## config.mk

```make
export PLATFORM = sky130hd
export DESIGN_NAME = fsk_rx_qualifier
export DESIGN_NICKNAME = d
export VERILOG_FILES = /design/src/rtl/fsk_rx_qual_pkg.sv /design/src/rtl/fsk_sync_edge.sv /design/src/rtl/fsk_carrier_fsm.sv /design/src/rtl/fsk_period_classifier.sv /design/src/rtl/fsk_rx_qualifier.sv
export SDC_FILE = /design/constraint.sdc
export NUM_CORES = 1
export LEC_CHECK = 0
export BUFFER_PORTS_ARGS = -buffer_cell sky130_fd_sc_hd__buf_2
export CORE_UTILIZATION = 35
export CTS_BUF_LIST = sky130_fd_sc_hd__clkbuf_4
export DETAILED_ROUTE_END_ITERATION = 10
export GPL_TIMING_DRIVEN = 0
export PLACE_DENSITY = 0.55
export SETUP_SLACK_MARGIN = 0.05
export SLEW_MARGIN = 40
export SYNTH_ARGS = -nofsm -noshare
export SYNTH_HDL_FRONTEND = slang
export SYNTH_SLANG_ARGS = --single-unit
```

## constraint.sdc

```tcl
create_clock -name clk -period 3.8 [get_ports clk]
set_clock_uncertainty 0.1 [all_clocks]
set_input_delay 1.14 -clock clk [delete_from_list [all_inputs] [get_ports clk]]
set_output_delay 1.14 -clock clk [all_outputs]
set_load 0.01 [all_outputs]
```

## src/rtl/fsk_rx_qual_pkg.sv

```systemverilog
package fsk_rx_qual_pkg;

    typedef enum logic [1:0] {
        CD_IDLE = 2'd0,
        CD_ARM  = 2'd1,
        CD_LOCK = 2'd2
    } cd_state_e;

    typedef enum logic {
        BIT_SPACE = 1'b0,
        BIT_MARK  = 1'b1
    } bit_state_e;

endpackage

```

## src/rtl/fsk_sync_edge.sv

```systemverilog
module fsk_sync_edge #(
    parameter int STAGES = 2
) (
    input  logic clk,
    input  logic rst_n,
    input  logic async_i,
    output logic rise_o
);
    logic [STAGES:0] chain_q;

    genvar g;
    generate
        for (g = 0; g <= STAGES; g++) begin : g_stage
            if (g == 0) begin : g_first
                always_ff @(posedge clk or negedge rst_n) begin
                    if (!rst_n) chain_q[0] <= 1'b0;
                    else        chain_q[0] <= async_i;
                end
            end else begin : g_next
                always_ff @(posedge clk or negedge rst_n) begin
                    if (!rst_n) chain_q[g] <= 1'b0;
                    else        chain_q[g] <= chain_q[g-1];
                end
            end
        end
    endgenerate

    // chain_q[STAGES-1] is the synchronised level; the last stage is its delayed copy
    assign rise_o = chain_q[STAGES-1] & ~chain_q[STAGES];
endmodule

```

## src/rtl/fsk_carrier_fsm.sv

```systemverilog
module fsk_carrier_fsm
    import fsk_rx_qual_pkg::*;
#(
    parameter int GAP_LIMIT = 1152,
    parameter int RUN_LEN   = 4,
    localparam int GAP_W    = $clog2(GAP_LIMIT + 1),
    localparam int RUN_W    = $clog2(RUN_LEN + 1)
) (
    input  logic             clk,
    input  logic             rst_n,
    input  logic             pulse_i,
    input  logic             tx_active_i,
    output logic             carrier_o,
    output logic [GAP_W-1:0] gap_cnt_o,
    output logic [RUN_W-1:0] run_cnt_o
);
    cd_state_e        state_q, state_d;
    logic [GAP_W-1:0] gap_q;
    logic [RUN_W-1:0] run_q;
    logic             expire;

    // gap expires on the cycle the timer would reach its limit with no pulse
    assign expire = !pulse_i && (gap_q == GAP_W'(GAP_LIMIT - 1));

    always_ff @(posedge clk or negedge rst_n) begin
        if (!rst_n) state_q <= CD_IDLE;
        else        state_q <= state_d;
    end

    always_comb begin
        state_d = state_q;
        unique case (state_q)
            CD_IDLE: if (pulse_i) state_d = CD_ARM;
            CD_ARM: begin
                if (expire)
                    state_d = CD_IDLE;
                else if (pulse_i && run_q == RUN_W'(RUN_LEN - 1))
                    state_d = CD_LOCK;
            end
            CD_LOCK: if (expire) state_d = CD_IDLE;
            default: state_d = CD_IDLE;
        endcase
        if (tx_active_i) state_d = CD_IDLE;
    end

    always_ff @(posedge clk or negedge rst_n) begin
        if (!rst_n) begin
            gap_q <= GAP_W'(GAP_LIMIT);
        end else if (pulse_i) begin
            gap_q <= '0;
        end else if (gap_q != GAP_W'(GAP_LIMIT)) begin
            gap_q <= gap_q + 1'b1;
        end
    end

    always_ff @(posedge clk or negedge rst_n) begin
        if (!rst_n) begin
            run_q <= '0;
        end else if (state_d == CD_IDLE) begin
            run_q <= '0;
        end else if (pulse_i && run_q != RUN_W'(RUN_LEN)) begin
            run_q <= run_q + 1'b1;
        end
    end

    always_comb begin
        carrier_o = (state_q == CD_LOCK) && !tx_active_i;
        gap_cnt_o = gap_q;
        run_cnt_o = run_q;
    end
endmodule

```

## src/rtl/fsk_period_classifier.sv

```systemverilog
module fsk_period_classifier
    import fsk_rx_qual_pkg::*;
#(
    parameter int MARK_MIN = 297,
    localparam int PER_SAT = 2 * MARK_MIN,
    localparam int PER_W   = $clog2(PER_SAT + 1)
) (
    input  logic clk,
    input  logic rst_n,
    input  logic edge_i,
    output logic bit_o
);
    bit_state_e       bit_q;
    logic [PER_W-1:0] per_q;

    always_ff @(posedge clk or negedge rst_n) begin
        if (!rst_n) begin
            per_q <= PER_W'(PER_SAT);
            bit_q <= BIT_MARK;
        end else if (edge_i) begin
            per_q <= '0;
            // counter holds period-1 at the edge
            bit_q <= (per_q >= PER_W'(MARK_MIN - 1)) ? BIT_MARK : BIT_SPACE;
        end else if (per_q != PER_W'(PER_SAT)) begin
            per_q <= per_q + 1'b1;
        end
    end

    assign bit_o = (bit_q == BIT_MARK);
endmodule

```

## src/rtl/fsk_rx_qualifier.sv

```systemverilog
module fsk_rx_qualifier #(
    parameter int GAP_LIMIT   = 1152,
    parameter int RUN_LEN     = 4,
    parameter int MARK_MIN    = 297,
    parameter int SYNC_STAGES = 2
) (
    input  logic clk,
    input  logic rst_n,
    input  logic data_cmp_i,
    input  logic carr_cmp_i,
    input  logic tx_active_i,
    input  logic idle_high_i,
    output logic carrier_o,
    output logic rx_data_o,
    output logic rx_data_alt_o
);
    localparam int GAP_W = $clog2(GAP_LIMIT + 1);
    localparam int RUN_W = $clog2(RUN_LEN + 1);

    logic [1:0]       raw_in;
    logic [1:0]       rises;
    logic             car_pulse;
    logic             dat_pulse;
    logic             rx_bit;
    logic [GAP_W-1:0] gap_cnt;
    logic [RUN_W-1:0] run_cnt;

    assign raw_in = {carr_cmp_i, data_cmp_i};

    genvar i;
    generate
        for (i = 0; i < 2; i++) begin : g_sync
            fsk_sync_edge #(.STAGES(SYNC_STAGES)) u_sync (
                .clk    (clk),
                .rst_n  (rst_n),
                .async_i(raw_in[i]),
                .rise_o (rises[i])
            );
        end
    endgenerate

    assign dat_pulse = rises[0];
    assign car_pulse = rises[1];

    fsk_carrier_fsm #(.GAP_LIMIT(GAP_LIMIT), .RUN_LEN(RUN_LEN)) u_fsm (
        .clk        (clk),
        .rst_n      (rst_n),
        .pulse_i    (car_pulse),
        .tx_active_i(tx_active_i),
        .carrier_o  (carrier_o),
        .gap_cnt_o  (gap_cnt),
        .run_cnt_o  (run_cnt)
    );

    fsk_period_classifier #(.MARK_MIN(MARK_MIN)) u_cls (
        .clk   (clk),
        .rst_n (rst_n),
        .edge_i(dat_pulse),
        .bit_o (rx_bit)
    );

    always_comb begin
        rx_data_alt_o = ~carrier_o | rx_bit;
        rx_data_o     = idle_high_i ? rx_data_alt_o : (carrier_o & rx_bit);
    end
endmodule

```

Yosys cells after proc, flatten, opt, wreduce, memory -nomap -nowiden
Index checks and enable logic that the tools add are counted.

storage, ports and cells
  register bits = 33
  output and inout port bits = 3

cells by class
  add/subtract/negate cells = 3
  magnitude comparators = 1
  eq/ne operators = 7
  mux-type cells = 14
  bitwise operators = 7
  reduce and logical (&&, ||, !) cells = 11

operators by type and width
  operator                                                                               number
  11-bit two-way mux                                                                     2
  10-bit two-way mux                                                                     2
  11-bit by 1-bit adder with 11-bit output (second input constant)                       1
  11-bit == test (second input constant)                                                 1
  11-bit inequality test (second input constant)                                         1
  10-bit by 1-bit adder with 10-bit output (second input constant)                       1
  10-bit by 9-bit greater-or-equal comparator with 1-bit output (second input constant)  1
  2-bit two-way mux                                                                      5
  10-bit inequality test (second input constant)                                         1
  3-bit two-way mux                                                                      2
  2-bit one-hot mux with 3 select lines                                                  1
  2-bit nonzero test                                                                     3
  1-bit logical AND                                                                      4
  2-bit logical NOT                                                                      2
  3-bit by 1-bit adder with 3-bit output (second input constant)                         1
  1-bit AND                                                                              3
  3-bit by 2-bit == test with 1-bit output (second input constant)                       1
  3-bit inequality test (second input constant)                                          1
  1-bit NOT                                                                              3
  2-bit by 1-bit == test with 1-bit output (second input constant)                       1
  2-bit == test (second input constant)                                                  1
  1-bit logical NOT                                                                      2
  1-bit two-way mux                                                                      2
  1-bit OR                                                                               1

Depth between registers and ports, before layout
Gate-level depths: netlist of run 1.

  depth in word-level cells = 9
  depth in mapped cells = 6
  depth with buffers taken out = 6

Hierarchy
Synthesis of run 1 repeated with hierarchy kept, for this count alone.

unflattened totals
  cell total of the unflattened synthesis = 170
  area, all modules = 1,774.2 um2

modules (own cells, without submodules)
  module                 instances  cells an instance  area each (um2)
  fsk_carrier_fsm        1          97                 945.9
  fsk_period_classifier  1          63                 629.4
  fsk_sync_edge          2          4                  88.8
  fsk_rx_qualifier       1          2                  21.3

Least setup slack after synthesis of run 1
OpenSTA, ideal clock, no wires.

  path kind = input to output
  start = input port tx_active_i
  end = output port rx_data_o
  arrival = 1,750 ps
  required time = 2,560 ps
  path slack = 810 ps
  stages on the path = 2
  buffers on the path = 0
  cell sequence = nor2_1 mux2_2

between the ends
  cells in the longest elaborated chain, start to end = 5
  elaborated cells between the ends (all ways) = 6

RTL lines
  element              line                    text
  start: declaration   fsk_rx_qualifier.sv:11  input logic tx_active_i,
  1-bit logical NOT *  fsk_carrier_fsm.sv:67   carrier_o = (state_q == CD_LOCK) && !tx_active_i;
  1-bit logical AND *  fsk_carrier_fsm.sv:67
  1-bit NOT            fsk_rx_qualifier.sv:63  rx_data_alt_o = ~carrier_o | rx_bit;
  1-bit OR             fsk_rx_qualifier.sv:63
  1-bit two-way mux *  fsk_rx_qualifier.sv:64  rx_data_o = idle_high_i ? rx_data_alt_o : (carrier_o & rx_bit);
  end: declaration     fsk_rx_qualifier.sv:14  output logic rx_data_o,

Mark *: on every way between the ends. The rest lies on a longest branch, timed or not.

Final worst setup path of run 1
Ends and elaborated chain as after synthesis.

==> metrics, run 1 <==
CTS Root Cell=clkbuf_4; Worst Path Max Fanout=5; worst hold path type=flip-flop to flip-flop; CTS tree=yes; nets=approximately 190; top-count cell post-synth=dfrtp_1; clock sinks=33; Yosys top cell area share=39.1%; r2r startpoint=u_cls.per_q[1]; asr flop ratio synth=between 90% and 100%; WL final=~2900 microns; crit path buf inv count=2; DRT iter0 DRCs=a little over 60; period utilization=82.8%; crit-path cells=buf_2 > nor2_1 > mux2_2 > buf_2; layout cells sized above 1=between 10% and 20%; Clk Latency, worst-skew pair=~330 ps; Final Hold Vio Count=0; Die Ht=a little over 70 microns; Slew @ Worst Pin=617 ps; P per Cell Area=406 nW/um^2; Critical Path AT=around 1900 ps; setup bufs post-CTS=0; Leak Pwr=0.787 nW; Critical Path Start Type=input pin; placeable core area=4470 sq um; Post-DP HPWL=between 2000 and 2500 microns; Die ar.=approximately 5000 sq um; antenna violations before repair=0; most frequent cell on the critical path=buf_2; Cell variety after synth=36; HP Start=g_sync[0].u_sync.chain_q[0]; Max H-tree Level=2; VDD IR max=between 0.15 and 0.2 mV; port buffer count=8; placed instance area=~1800 sq um; top area cells in the synthesized netlist=dfrtp_1 39%, dfstp_2 11%, xor2_1 6.3%; worst slew margin relative to its limit=58.8%; Final Slew Violations=0; TritonCTS Buffers=5; post-CTS sizing=0; Cells after Synth=between 150 and 200; status=finished, final reports clean; Synth Flop Type=dfrtp_1; Vias/cell=between 5 and 6; fmax=~0.32 GHz; Yosys reg bits=33; ANT cells=0; post-synth top area cell=dfrtp_1; R2R depth=5; post-synthesis sequential area ratio=50.2%; width of the die=70.9 microns; number of synthesized flops with an enable pin=0; critical setup path kind=input pin to primary output; synthesized area=approximately 1700 sq um; std cell rows=24; vias in the first global route=between 1,000 and 1,500; Worst EP required=about 2600 ps; Max Cap Violations=0; vias=approximately 1,200; drt drc=0; Crit path largest cell delay=350 ps; Initial Util=~37%; First-pass DRT Iterations=6; setup total negative slack=0 ps; RD Place Congestion=around 0.78; Worst path top cell family by delay=multiplexers; Max clock buf depth=2; Routed WL per cell=12.8 microns; total global-route track usage=14.1%; most frequent cells after synthesis=26 x dfrtp_1, 18 x nor2_1, 16 x nand2_1; synth warn=0; Setup crit end kind=primary output; Post-Syn Nets=approximately 180; hold buffer count at cts=0; Util after Layout=40.8%; Antenna Violating Nets Remaining=0; critical path's slowest cell=mux2_2; r2r endpoint=u_cls.per_q[2]; Area Overhead vs Synth=9.86%; Finished Cell Area=around 1800 sq um; hold path cells=0; WHS Endpoint=g_sync[0].u_sync.chain_q[1]; r2r setup slk=~2000 ps; grt total ovfl=0; pin count of the biggest net entering global routing=34; global-route wire length before repair=around 5400 microns; Final setup viols=0; # IOs=9; final period demand of the worst path=approximately 3100 ps; Avg Inst Size Synth=10.3 sq um; unrepaired setup endpoints after global routing=no; Clock Pin Slew Worst Setup and Hold Paths=90 ps
==> layer usage <==
metal | track usage (%) | wire length, microns | vias to the layer above | part of all wire (%)
li1 | - | - | 584 | -
met1 | 16.7 | 1430 | 554 | 48
met2 | 22.6 | 1360 | 13 | 46
met3 | 4.70 | 94 | 7 | 3.2
met4 | 7.56 | 61 | 0 | 2.1
met5 | 0 | 0 | - | 0
==> cell families (layout without fill, tap and decap cells) <==
logic type / count (synthesis) / count (layout) / share of synthesized area [%]
XOR/XNOR: 15 / 15 / 7.90
buffers and inverters: 9 / 25 / 2.03
AND/OR/NAND/NOR: 79 / 79 / 27.5
multiplexers: 2 / 2 / 1.28
AO/OA/AOI/OAI: 16 / 16 / 5.12
adder cells (fa/ha/maj): 8 / 8 / 6.02
flip-flops: 33 / 33 / 50.2
==> registers in the layout (all words and copies together), names as in the netlist <==
name / count
u_fsm.gap_cnt_o: 11
u_cls.per_q: 10
g_sync.u_sync.chain_q: 6
u_fsm.run_cnt_o: 3
u_fsm.state_q: 2
u_cls.bit_o: 1
==> worst reg2reg max path, delay by kind of cell (launching register included) <==
kind | cells | cell delay (ps)
flops | 1 | 580
compound gates | 1 | 60
fa+ha+maj | 1 | 150
simple gates | 3 | 770
==> area by class of cell <==
type | instances | area [sq um]
fillers | 445 | 2650
well taps | 52 | 65.1
clock inverters | 1 | 3.75
plain buffers | 2 | 7.51
flip-flops and latches | 33 | 835
multi-input cells | 120 | 795
inverters | 7 | 26.3
clock buffers | 7 | 52.6
repair buffers | 8 | 42.5
==> placed cells by master (no fill, tap or decap), drive strengths merged, types with 3 or more instances in the layout <==
master / netlist / routed
dfrtp: 26 / 26
nor2: 18 / 18
nand2: 16 / 16
xor2: 12 / 12
nand3: 9 / 9
clkbuf: 2 / 9
ha: 8 / 8
buf: 0 / 8
inv: 7 / 7
o21ai: 7 / 7
dfstp: 7 / 7
or3: 6 / 6
a21oi: 6 / 6
nand2b: 5 / 5
nand4: 4 / 4
nor3b: 3 / 3
xnor2: 3 / 3
nor3: 3 / 3
and3: 3 / 3
==> worst max path at each step <==
stage / start / endpoint / slack [ps] / cells after the start
after floorplan: tx_active_i / rx_data_o / 810 / 2
after global placement: tx_active_i / rx_data_o / 690 / 4
after detailed placement: tx_active_i / rx_data_o / 650 / 4
after CTS: tx_active_i / rx_data_o / 650 / 4
after global routing: tx_active_i / rx_data_o / 580 / 4
final: tx_active_i / rx_data_o / 650 / 4
==> where the power goes <==
part	internal, mW	leakage, nW	switching (mW)	total, mW
clock network	0.0854	0.0338	0.114	0.200
logic	0.0494	0.340	0.0550	0.104
registers	0.392	0.413	0.0463	0.438
total	0.526	0.787	0.216	0.742
==> through the flow <==
step / setup WS (ps) / cells / hold WS (ps) / power [mW]
floorplan: 810 / 162 / 231 / 0.510
detailed placement: 646 / 222 / 238 / 0.548
global placement: 687 / 222 / 234 / 0.543
finish: 655 / 230 / 257 / 0.742
CTS: 646 / 230 / 261 / 0.756
global route: 583 / 230 / 278 / 0.795
Power figures use the tool's default switching activity.
==> inputs of run 2 (changes only) <==
- PLACE_DENSITY: 0.55 -> 0.56
- clock period: 3.8 -> 2.65 ns (I/O delays scaled with it)
==> run 2 against run 1 <==
Sequential share of layout area fell by 0.46 points; clock-buffer cell count fell by 2; worst setup slack lost 480 ps; final cell count rose by 0.43%; flip-flop and latch count did not move.
==> metrics, run 2 (synthesized netlist as in run 1, its figures left out) <==
status=finished, final reports clean; vias in the first global route=1,194; commonest cells after routing, fill and taps aside=26 x dfrtp_1, 18 x nor2_1, 16 x nand2_1; drt drc=0; Flop pwr share=about three fifths; Util after Layout=41.2%; Critical Path Start Type=flip-flop; Final setup viols=0; placeable core area=between 4000 and 5000 sq um; WL final=approximately 2800 microns; Antenna Violating Nets Remaining=0; Slew @ Worst Pin=roughly 550 ps; period utilization=roughly 94%; Hold WS=around 210 ps; vias=1,174; Die ar.=between 5000 and 6000 sq um; setup total negative slack=0 ps; Clock Pin Slew Worst Setup and Hold Paths=~110 ps; pin count of the biggest net entering global routing=34; fmax=just over 0.4 GHz; combinational group share of total power=~15%; port buffer count=8; Tot Pwr=1.05 mW; layout cells sized above 1=approximately 16%; Setup crit end kind=primary output; RD Place Congestion=around 0.8; Clock power frac=25.4%; Vias/cell=about 5.1; antenna violations before repair=0; Max Cap Violations=0; setup bufs post-CTS=0; Area Overhead vs Synth=11.0%; post-CTS sizing=0; DRT iter0 DRCs=31; grt total ovfl=0; sw frac=around 30%; Post-DP HPWL=2040 microns; fillers=approximately 420; ANT cells=0; Final Worst Setup Slack=~170 ps; clock sinks=33; total global-route track usage=a little over an eighth; r2r setup slk=around 850 ps; std cell rows=24; Worst EP required=approximately 1800 ps; Die Ht=70.9 microns; unrepaired setup endpoints after global routing=no; Critical Path AT=1580 ps; critical setup path kind=flip-flop to primary output; global-route wire length before repair=approximately 5000 microns; nets=about 190; Psw=about 0.32 mW; width of the die=70.9 microns; Routed WL per cell=around 12 microns; Internal Pwr Total=~0.73 mW; DP Worst Slack=between 200 and 250 ps; Leak Pwr=0.795 nW; Max clock buf depth=2; Clk Latency, worst-skew pair=340 ps; Max H-tree Level=2; TritonCTS Buffers=5; Worst Path Max Fanout=5; CTS tree=yes; Final Hold Vio Count=0; Initial Util=37.2%; worst hold path type=input pin to async pin; P per Cell Area=~570 nW/um^2; # IOs=9; hold buffer count at cts=0; Final Slew Violations=0; commonest non-fill, non-tap cell in the layout=dfrtp_1; CTS Root Cell=clkbuf_4; worst slew margin relative to its limit=between 60% and 70%; VDD IR max=0.222 mV; final period demand of the worst path=roughly 2500 ps; Largest register FFs=11; First-pass DRT Iterations=6
-- run 2: changes by cell type in the layout (fill, tap and decap cells not counted) --
cell | before | now
clkbuf_4 | 7 | 5
buf_16 | 0 | 1
buf_2 | 7 | 8
clkinv_2 | 0 | 1
buf_4 | 1 | 0
clkinv_1 | 1 | 2
-- run 2: power by group through the flow --
stage | logic (mW) | clock network, mW | registers, mW
global route | 0.178 | 0.297 | 0.641
CTS | 0.152 | 0.276 | 0.628
finish | 0.154 | 0.266 | 0.628
floorplan | 0.113 | 0 | 0.619
global placement | 0.143 | 0 | 0.634
detailed placement | 0.150 | 0 | 0.637
-- run 2: area by class of cell --
class                      count  area (sq um)  area share [%]
clock buffer                   5          37.5            2.03
clock inverter                 3          12.5           0.678
buffer                         2          7.51           0.407
timing repair buffer           9          67.6            3.66
inverter                       7          26.3            1.42
sequential                    33           835            45.2
multi-input combinational    120           795            43.1
tap                           52          65.1            3.53
-- run 2: final timing paths --
kind | from | end | cells after the start
min in group clk | g_sync[0].u_sync.chain_q[0] | g_sync[0].u_sync.chain_q[1] | 0
max in group asynchronous | rst_n | u_cls.per_q[1] | 2
min | rst_n | u_fsm.run_cnt_o[0] | 1
max | u_fsm.state_q[0] | rx_data_o | 4
max reg2reg | u_cls.per_q[1] | u_cls.per_q[2] | 5
min reg2reg | g_sync[0].u_sync.chain_q[0] | g_sync[0].u_sync.chain_q[1] | 0
-- run 2: through the flow --
step	area [sq um]	cells
floorplan	1660	162
global placement	1770	222
detailed placement	1770	222
CTS	1820	230
global route	1850	231
finish	1850	231
-- run 2: worst max-delay path: stages, from the launching register on --
cell      delay, ps
dfrtp_1         430
nand2b_1        190
nor2_1          140
mux2_2          350
buf_2           140
-- run 2: metal layers --
layer	vias to the layer above	routed length, microns	global-route usage, %	part of all wire (%)
met5	-	0	0	0
met4	0	73	6.67	2.6
met3	8	76	3.42	2.7
met1	567	1340	16.5	47
li1	585	-	-	-
met2	14	1350	21.2	47
